$ cat src/rtl/misc_alias_pkg.sv
package misc_alias_pkg;
  typedef enum logic [2:0] {
    OP_NONE  = 3'd0,
    OP_LOAD  = 3'd1,
    OP_AND   = 3'd2,
    OP_OR    = 3'd3,
    OP_CLEAR = 3'd4
  } op_e;

  localparam int MODE_AND   = 0;
  localparam int MODE_CLEAR = 1;

  function automatic logic [31:0] base_word(input int mode);
    return (mode == MODE_CLEAR) ? 32'h0000_6080 : 32'h0000_4020;
  endfunction
endpackage

$ cat src/rtl/misc_alias_decode.sv
module misc_alias_decode
  import misc_alias_pkg::*;
#(
  parameter int ADDR_W = 32,
  parameter int MODE   = MODE_AND
) (
  input  logic              wr,
  input  logic              rd,
  input  logic [ADDR_W-1:0] addr,
  output op_e               wr_op,
  output logic              rd_hit
);
  localparam int WORD_W = ADDR_W - 3;
  localparam logic [WORD_W-1:0] BASE = WORD_W'(base_word(MODE));

  logic [WORD_W-1:0] word;
  op_e               comb_op;

  assign word = WORD_W'(addr >> 3);

  generate
    if (MODE == MODE_CLEAR) begin : g_clear
      assign comb_op = OP_CLEAR;
    end else begin : g_and
      assign comb_op = OP_AND;
    end
  endgenerate

  always_comb begin
    wr_op = OP_NONE;
    if (wr) begin
      if (word == BASE)                   wr_op = OP_LOAD;
      else if (word == BASE + WORD_W'(1)) wr_op = comb_op;
      else if (word == BASE + WORD_W'(2)) wr_op = OP_OR;
    end
  end

  assign rd_hit = rd && (word == BASE);
endmodule

$ cat src/rtl/misc_alias_update.sv
module misc_alias_update
  import misc_alias_pkg::*;
#(
  parameter int DATA_W = 64,
  parameter int KEEP_W = 16
) (
  input  op_e               op,
  input  logic [DATA_W-1:0] cur,
  input  logic [DATA_W-1:0] wdata,
  output logic [DATA_W-1:0] nxt
);
  localparam logic [DATA_W-1:0] KEEP_MASK = {{KEEP_W{1'b1}}, {(DATA_W-KEEP_W){1'b0}}};

  always_comb begin
    case (op)
      OP_LOAD:  nxt = wdata & KEEP_MASK;
      OP_AND:   nxt = (cur & wdata) & KEEP_MASK;
      OP_OR:    nxt = (cur | wdata) & KEEP_MASK;
      OP_CLEAR: nxt = '0;
      default:  nxt = cur;
    endcase
  end
endmodule

$ cat src/rtl/misc_alias_rdport.sv
module misc_alias_rdport #(
  parameter int DATA_W = 64
) (
  input  logic              clk,
  input  logic              rst,
  input  logic              rd,
  input  logic              rd_hit,
  input  logic [DATA_W-1:0] cur,
  output logic              rsp_valid,
  output logic [DATA_W-1:0] rsp_rdata
);
  always_ff @(posedge clk) begin
    if (rst) begin
      rsp_valid <= 1'b0;
      rsp_rdata <= '0;
    end else begin
      rsp_valid <= rd;
      rsp_rdata <= rd_hit ? cur : '0;
    end
  end
endmodule

$ cat src/rtl/misc_alias_reg.sv
module misc_alias_reg
  import misc_alias_pkg::*;
#(
  parameter int ADDR_W = 32,
  parameter int DATA_W = 64,
  parameter int KEEP_W = 16,
  parameter int MODE   = MODE_AND
) (
  input  logic              clk,
  input  logic              rst,
  input  logic              req_wr,
  input  logic              req_rd,
  input  logic [ADDR_W-1:0] req_addr,
  input  logic [DATA_W-1:0] req_wdata,
  output logic              rsp_valid,
  output logic [DATA_W-1:0] rsp_rdata,
  output logic              irq_out
);
  op_e               wr_op;
  logic              rd_hit;
  logic [DATA_W-1:0] store_q;
  logic [DATA_W-1:0] store_nxt;

  misc_alias_decode #(.ADDR_W(ADDR_W), .MODE(MODE)) u_decode (
    .wr     (req_wr),
    .rd     (req_rd),
    .addr   (req_addr),
    .wr_op  (wr_op),
    .rd_hit (rd_hit)
  );

  misc_alias_update #(.DATA_W(DATA_W), .KEEP_W(KEEP_W)) u_update (
    .op    (wr_op),
    .cur   (store_q),
    .wdata (req_wdata),
    .nxt   (store_nxt)
  );

  always_ff @(posedge clk) begin
    if (rst) begin
      store_q <= '0;
      irq_out <= 1'b0;
    end else begin
      store_q <= store_nxt;
      irq_out <= store_nxt[DATA_W-1];
    end
  end

  misc_alias_rdport #(.DATA_W(DATA_W)) u_rdport (
    .clk       (clk),
    .rst       (rst),
    .rd        (req_rd),
    .rd_hit    (rd_hit),
    .cur       (store_q),
    .rsp_valid (rsp_valid),
    .rsp_rdata (rsp_rdata)
  );
endmodule

$ cat config.mk
export PLATFORM = sky130hd
export DESIGN_NAME = misc_alias_reg
export DESIGN_NICKNAME = d
export VERILOG_FILES = /design/src/rtl/misc_alias_pkg.sv /design/src/rtl/misc_alias_decode.sv /design/src/rtl/misc_alias_update.sv /design/src/rtl/misc_alias_rdport.sv /design/src/rtl/misc_alias_reg.sv
export SDC_FILE = /design/constraint.sdc
export NUM_CORES = 1
export LEC_CHECK = 0
export ABC_AREA = 1
export CAP_MARGIN = 40
export CORE_MARGIN = 2
export CORE_UTILIZATION = 31
export DETAILED_ROUTE_END_ITERATION = 10
export PLACE_DENSITY = 0.77
export SETUP_SLACK_MARGIN = 0.3
export SKIP_CTS_REPAIR_TIMING = 1
export SYNTH_ARGS = -nofsm -noshare
export SYNTH_HDL_FRONTEND = slang
export SYNTH_SLANG_ARGS = --single-unit
$ cat constraint.sdc
create_clock -name clk -period 1.3 [get_ports clk]
set_input_delay 0.26 -clock clk [delete_from_list [all_inputs] [get_ports clk]]
set_output_delay 0.26 -clock clk [all_outputs]
set_load 0.1 [all_outputs]
==> impl_results.md, run 1 <==
* Outcome: finished, violations left
* Violations in the final reports: negative setup slack
* FF+latch count, synth at 33
* Violation count after the first detailed-routing iteration at about 140
* Width of the chip at just under 90 um
* Worst EP arrival at 1.63 ns
* Fraction of layout cells with a size suffix above 1 at 0.412
* Post-synthesis cell type count at 19
* Series of cell instances along the critical path: clkbuf_2, buf_6, nor2_4, nand3_2, nor2_4, nand4_1, nand2_8, nand2_8, nor2_4, nand2_1, nand2_1, nor2_2
* Total wire length at slightly above 6 mm
* Post-route DRC violation count at 0
* Clk sink count at 33
* Fin crit period at 1.45 ns
* Total cell area at the placement stage at about 0.0032 mm^2
* Total congestion overflow at 0
* Most frequent cell on the critical path: sky130_fd_sc_hd__nor2_4
* Clock tree from TritonCTS: built
* Antenna-violating nets left at 0
* Largest net degree at the start of global routing at 18
* Post-detail-place hpwl at 3.94 mm
* Worst-case clock buffer depth at 2
* Critical Path Sink Type: flop
* Combined area of all synthesized cells at 0.00225 mm^2
* Maximum achievable frequency at a little under 700 MHz
* Post-route clock period utilization at 1.11
* I/O Buffers at 66
* Relative area change from synthesis to final layout at 61.0%
* Via Count at around 2,300
* Vias in the first global route at about 1,900
* DIE AREA at roughly 0.008 mm^2
* Core ar. at between 0.007 and 0.008 mm^2
* Slew at the pin with the worst max-slew slack at 0.565 ns
* Peak per-stage delay on the critical path at ~0.22 ns
* Max-capacitance violation count at 0
* Crit path buf inv count at 2
* Setup-violating endpoint count in the final report at 16
* Per-cell routed wire length at ~11 um
* Final cell count without fillers at between 500 and 600
* Initial antenna violation count at 0
* Worst-case vdd ir drop at 0.381 mV
* Setup clock skew after layout at 0.00854 ns
* Worst Path Class, Setup: input port to flop
* CTS clock-pin slew for the worst setup and hold paths at ~0.070 ns
* Nets at between 500 and 600
* Register area share after synthesis at 0.293
* Iteration count of the initial detailed-routing pass at 4
* Commonest cells after routing, fill and taps aside: 48 x sky130_fd_sc_hd__nand2_1, 48 x sky130_fd_sc_hd__conb_1, 45 x sky130_fd_sc_hd__inv_1, 34 x sky130_fd_sc_hd__nor2_1, 29 x sky130_fd_sc_hd__nor2_2
* Synthesis Warnings at 0
* H-tree Lvls at 2
* Kind of cell with the highest combined delay on the critical path: simple AND/OR/NAND/NOR gates
* Mean area per synthesized cell at ~6.5 um^2
* Routed via count divided by cell count at ~4.3
* Count of boundary I/O pins at 166
* Initial core utilization at 0.316
* Worst path setup slack after routing at -0.148 ns
* Cells after DPL at slightly above 500
* Antenna cell count at 0
* RSZ-0062 raised after global routing: yes
* Number of placement rows at 31
* Count of endpoints failing hold in the final timing report at 0
* Syn Inst Count at about 350
* Weighted congestion reported at the end of routability-driven placement at approximately 0.83
* Clk Tree Root Cell: sky130_fd_sc_hd__clkbuf_8
* Data required time at the worst endpoint at 1.48 ns
* Power Density at approximately 760 mW/mm^2
* Type of the tightest min-delay check: flop to flop
* Relative max-transition margin at 0.623
* Total Routing Usage GR at 0.128
* Sort of element at the start of the critical path: input port
* Final cell utilization of the core at 0.508
* Summed area of non-filler cells in the final layout at ~0.0036 mm^2
* Leakage power total at 0.00158 uW
* Die Y at approximately 89 um
* Number of slew-limit violations in the final report at 0
* Critical-path maximum fanout at 8
* Fill cell count at ~660
* First-pass GRT wire length at 8.11 mm
* Clock network latency to the later pin of the worst-skew pair at between 0.2 and 0.3 ns
* Slowest-stage cell, CP: sky130_fd_sc_hd__nand4_1
* Cts bufs inserted at 5
-- cell usage after synthesis (all sizes together) --
| library cell | count | area (um^2) |
|---|---|---|
| inv | 55 | 206 |
| nand4 | 2 | 12.5 |
| nand3 | 35 | 180 |
| clkinv | 1 | 8.76 |
| dfxtp | 33 | 661 |
| nand2 | 64 | 268 |
| nor2 | 83 | 392 |
| conb | 1 | 3.75 |
| nand3b | 1 | 7.51 |
| a21oi | 16 | 80.1 |
| buf | 57 | 433 |
-- routing by layer --
layer / routed length [um] / track usage / part of all wire
met3: 450 / 0.0268 / 0.073
met2: 3400 / 0.239 / 0.55
met4: 123 / 0.0366 / 0.020
met5: 0 / 0 / 0
met1: 2190 / 0.144 / 0.36
-- cell type report --
cell class                 instances  area (um^2)  area share
clock buffer                       7         86.3      0.0238
inverter                          56          223      0.0614
multi-input combinational        252         1430       0.394
sequential                        33          686       0.189
tap                               99          124      0.0342
timing repair buffer              91         1080       0.297
-- kinds of logic (layout without fill, tap and decap cells) --
| group | after synthesis | in the layout | share of synthesized area |
|---|---|---|---|
| AO/OA/AOI/OAI | 16 | 16 | 0.0356 |
| other | 1 | 48 | 0.00167 |
| buffers and inverters | 113 | 154 | 0.288 |
| flip-flops | 33 | 33 | 0.293 |
| AND/OR/NAND/NOR | 185 | 188 | 0.382 |
-- path summary, 6_finish.rpt --
kind | startpoint | to | slack (ns) | cells after the start
worst min-delay path | store_q[51] | u_rdport.rsp_rdata[51] | 0.44 | 2
worst max register to register | store_q[63] | store_q[63] | 0.48 | 5
worst min register to register | store_q[51] | u_rdport.rsp_rdata[51] | 0.44 | 2
worst max-delay path | req_addr[12] | store_q[58] | -0.15 | 12
-- power breakdown --
group / total, uW / internal (uW) / switching, uW
registers: 1010 / 1010 / 1.30
clock network: 767 / 420 / 348
logic: 987 / 197 / 789
total: 2770 / 1630 / 1140
-- stage by stage --
stage                     worst slack, ns  TNS [ns]  hold slack, ns  total power (uW)
after floorplan                   -0.0202    -0.170           0.335              1870
after global routing               -0.225     -3.05           0.463              2850
final                              -0.148     -1.79           0.436              2770
after CTS                          -0.746    -12.54           0.438              2730
after global placement              -1.20    -24.39           0.425              1960
after detailed placement            -1.04    -21.78           0.427              1980
-- worst register-to-register path, delay by kind of cell, from the launching register on --
family	cells	cell delay (ns)
flops	1	0.36
buf+inv	1	0.13
simple gates	4	0.23
-- state kept, by name, summed over array words and instances (netlist names) --
register,flops
u_rdport.rsp_valid,1
u_rdport.rsp_rdata,16
store_q,16
Note: power is estimated with default switching activity, not from simulation.
==> run 2: changes to the inputs <==
--- a/config.mk
+++ b/config.mk
@@ -13,6 +13,7 @@
 export PLACE_DENSITY = 0.77
 export SETUP_SLACK_MARGIN = 0.3
 export SKIP_CTS_REPAIR_TIMING = 1
+export SLEW_MARGIN = 25
 export SYNTH_ARGS = -nofsm -noshare
 export SYNTH_HDL_FRONTEND = slang
 export SYNTH_SLANG_ARGS = --single-unit
==> run 2 against run 1 <==
  * The run still ends with negative setup slack left
  * Critical path depth unchanged
  * Combinational power is 0.5% lower
  * Global-route usage rose by 0.16 points
  * Via count rose by 0.56%
  * Final cell count is 0.19% lower
  * Wire length decreased by 1.4%
  * Non-clock buffer count shrank 3
  * Clock skew up 0.0029 ns
  * Cell area increased by 1.2%
  * Register-to-register slack barely moved
  * Sequential power is essentially flat
  * Power grew 2.6%
  * Critical path type unchanged
==> impl_results.md, run 2 (synthesis results as in run 1) <==
* Maximum achievable frequency at 688 MHz (was 690 MHz)
* Fraction of power consumed by sequential logic at 0.356 (was 0.366)
* Outcome: finished, violations left (unchanged)
* Weighted congestion reported at the end of routability-driven placement at 0.832 (unchanged)
* Power Density at 773 mW/mm^2 (was 763 mW/mm^2)
* Most frequent cell on the critical path: sky130_fd_sc_hd__nor2_4 (unchanged)
* Total wire length at 6.08 mm (was 6.16 mm)
* Switching power of the nets at 1160 uW (was 1140 uW)
* First-pass GRT wire length at 8.16 mm (was 8.11 mm)
* Violations in the final reports: negative setup slack (unchanged)
* DIE AREA at 0.00796 mm^2 (unchanged)
* Post-detail-place hpwl at 3.89 mm (was 3.94 mm)
* Leakage power total at 0.00159 uW (was 0.00158 uW)
* Commonest cells after routing, fill and taps aside: 48 x sky130_fd_sc_hd__conb_1, 47 x sky130_fd_sc_hd__nand2_1, 46 x sky130_fd_sc_hd__inv_1, 32 x sky130_fd_sc_hd__nor2_1 (was 48 x sky130_fd_sc_hd__nand2_1, 48 x sky130_fd_sc_hd__conb_1, 45 x sky130_fd_sc_hd__inv_1, 34 x sky130_fd_sc_hd__nor2_1, 29 x sky130_fd_sc_hd__nor2_2)
* Total Routing Usage GR at 0.129 (was 0.128)
* Post-route clock period utilization at 1.12 (was 1.11)
* Total congestion overflow at 0 (unchanged)
* Top Registers: store_q x16, u_rdport.rsp_rdata x16, u_rdport.rsp_valid x1 (unchanged)
* Series of cell instances along the critical path: clkbuf_2, buf_6, nor2_4, nand3_2, nor2_4, nand4_1, nand2_8, nand2_8, nor2_4, nand2_1, nand2_1, nor2_2 (unchanged)
* Cts bufs inserted at 5 (unchanged)
* Vias in the first global route at 1,866 (was 1,912)
* Switching share of power at 0.408 (was 0.412)
* Critical Path Sink Type: flop (unchanged)
* Worst EP arrival at 1.64 ns (was 1.63 ns)
* CTS clock-pin slew for the worst setup and hold paths at 0.07 ns (about the same)
* Count of boundary I/O pins at 166 (unchanged)
* Aggregate negative setup slack at -1.98 ns (was -1.79 ns)
* Via Count at 2,318 (was 2,305)
* Worst Path Class, Setup: input port to flop (unchanged)
* Core ar. at 0.00714 mm^2 (unchanged)
* Clk Tree Root Cell: sky130_fd_sc_hd__clkbuf_8 (unchanged)
* Critical-path maximum fanout at 8 (unchanged)
* Post-route DRC violation count at 0 (unchanged)
* Cell internal power dissipation at 1680 uW (was 1630 uW)
* Largest net degree at the start of global routing at 33 (was 18)
* Worst path setup slack after routing at -0.154 ns (was -0.148 ns)
* Width of the chip at 89.2 um (unchanged)
* Antenna cell count at 0 (unchanged)
* Final cell utilization of the core at 0.514 (was 0.508)
* Crit path buf inv count at 2 (unchanged)
* Fin crit period at 1.45 ns (about the same)
* Iteration count of the initial detailed-routing pass at 4 (unchanged)
* Relative max-transition margin at 0.638 (was 0.623)
* Most common library cell in the layout ignoring fill and taps: sky130_fd_sc_hd__conb_1
* Die Y at 89.2 um (unchanged)
* Clock share of power at 0.297 (was 0.277)
* Initial core utilization at 0.316 (unchanged)
* Per-cell routed wire length at 11.3 um (was 11.5 um)
* Total design power at 2840 uW (was 2770 uW)
* Worst-case vdd ir drop at 0.394 mV (was 0.381 mV)
* H-tree Lvls at 2 (unchanged)
* Antenna-violating nets left at 0 (unchanged)
* Worst-case clock buffer depth at 2 (unchanged)
* Fraction of layout cells with a size suffix above 1 at 0.406 (was 0.412)
* Clock network latency to the later pin of the worst-skew pair at 0.29 ns (was 0.28 ns)
* Sort of element at the start of the critical path: input port (unchanged)
* Initial antenna violation count at 0 (unchanged)
* Type of the tightest min-delay check: flop to flop (unchanged)
* Nets at 537 (was 539)
* Share of total power in combinational logic at 0.346 (was 0.357)
* Number of placement rows at 31 (unchanged)
* I/O Buffers at 66 (unchanged)
* Slew at the pin with the worst max-slew slack at 0.543 ns (was 0.565 ns)
* Routed via count divided by cell count at 4.32 (was 4.28)
* Clock tree from TritonCTS: built (unchanged)
* Relative area change from synthesis to final layout at 63.0% (was 61.0%)
* Number of slew-limit violations in the final report at 0 (unchanged)
* Setup-violating endpoint count in the final report at 16 (unchanged)
* Peak per-stage delay on the critical path at 0.23 ns (was 0.22 ns)
* Count of endpoints failing hold in the final timing report at 0 (unchanged)
* Slowest-stage cell, CP: sky130_fd_sc_hd__nand4_1 (unchanged)
* Kind of cell with the highest combined delay on the critical path: simple AND/OR/NAND/NOR gates (unchanged)
* Violation count after the first detailed-routing iteration at 129 (was 139)
* Data required time at the worst endpoint at 1.49 ns (was 1.48 ns)
* RSZ-0062 raised after global routing: yes (unchanged)
* Setup clock skew after layout at 0.0114 ns (was 0.00854 ns)
* Max-capacitance violation count at 0 (unchanged)
* Clk sink count at 33 (unchanged)
==> run 2: cell count changes in the layout (fill, tap and decap cells not counted), moves of 2 or more <==
cell                             previous run  this run
sky130_fd_sc_hd__dlymetal6s2s_1             9        14
sky130_fd_sc_hd__clkbuf_2                  16        13
sky130_fd_sc_hd__buf_6                     13         9
sky130_fd_sc_hd__nor2_2                    29        26
sky130_fd_sc_hd__nor2_1                    34        32
sky130_fd_sc_hd__nor2_4                    20        26
sky130_fd_sc_hd__nand2_2                   11        13
sky130_fd_sc_hd__nand2_4                    5         3
==> run 2: layer usage <==
| layer | up-vias | wire length [um] | global-route usage |
|---|---|---|---|
| met5 | - | 0 | 0 |
| met4 | 0 | 114 | 0.0407 |
| met3 | 13 | 425 | 0.0305 |
| met2 | 100 | 3300 | 0.234 |
| met1 | 1070 | 2240 | 0.149 |
| li1 | 1135 | - | - |
==> run 2: metrics by stage <==
stage	worst slack [ns]	instance area [um^2]	cells	hold slack, ns
global route	-0.237	3670	537	0.466
floorplan	-0.0202	2540	395	0.335
global placement	-1.20	3170	518	0.425
CTS	-0.611	3280	526	0.436
detailed placement	-0.909	3180	518	0.427
finish	-0.154	3670	537	0.447
==> run 2: worst paths after layout <==
path / from / endpoint / slack, ns / cells after the start
setup / recovery: req_addr[12] / store_q[58] / -0.15 / 12
hold / removal: store_q[51] / u_rdport.rsp_rdata[51] / 0.45 / 2
setup reg to reg: store_q[63] / store_q[63] / 0.48 / 5
hold reg to reg: store_q[51] / u_rdport.rsp_rdata[51] / 0.45 / 2
==> run 2: worst register-to-register path: cells and delay by family (launching register included) <==
kind	cells	cell delay, ns
AND/OR/NAND/NOR	4	0.23
buffers and inverters	1	0.13
flip-flops	1	0.36
==> run 2: power by group through the flow <==
stage               Sequential, uW  Combinational (uW)  Clock (uW)
CTS                           1010                 937         861
global placement              1040                 926           0
finish                        1010                 982         843
floorplan                     1050                 819           0
detailed placement            1040                 936           0
global route                  1010                1020         893
==> run 2: layout make-up <==
type	instances	area (um^2)
Multi-Input combinational cell	253	1480
Tap cell	99	124
Fill cell	661	3470
Inverter	56	223
Timing Repair Buffer	88	1060
Clock buffer	7	96.3
Clock inverter	1	5.00
Sequential cell	33	686
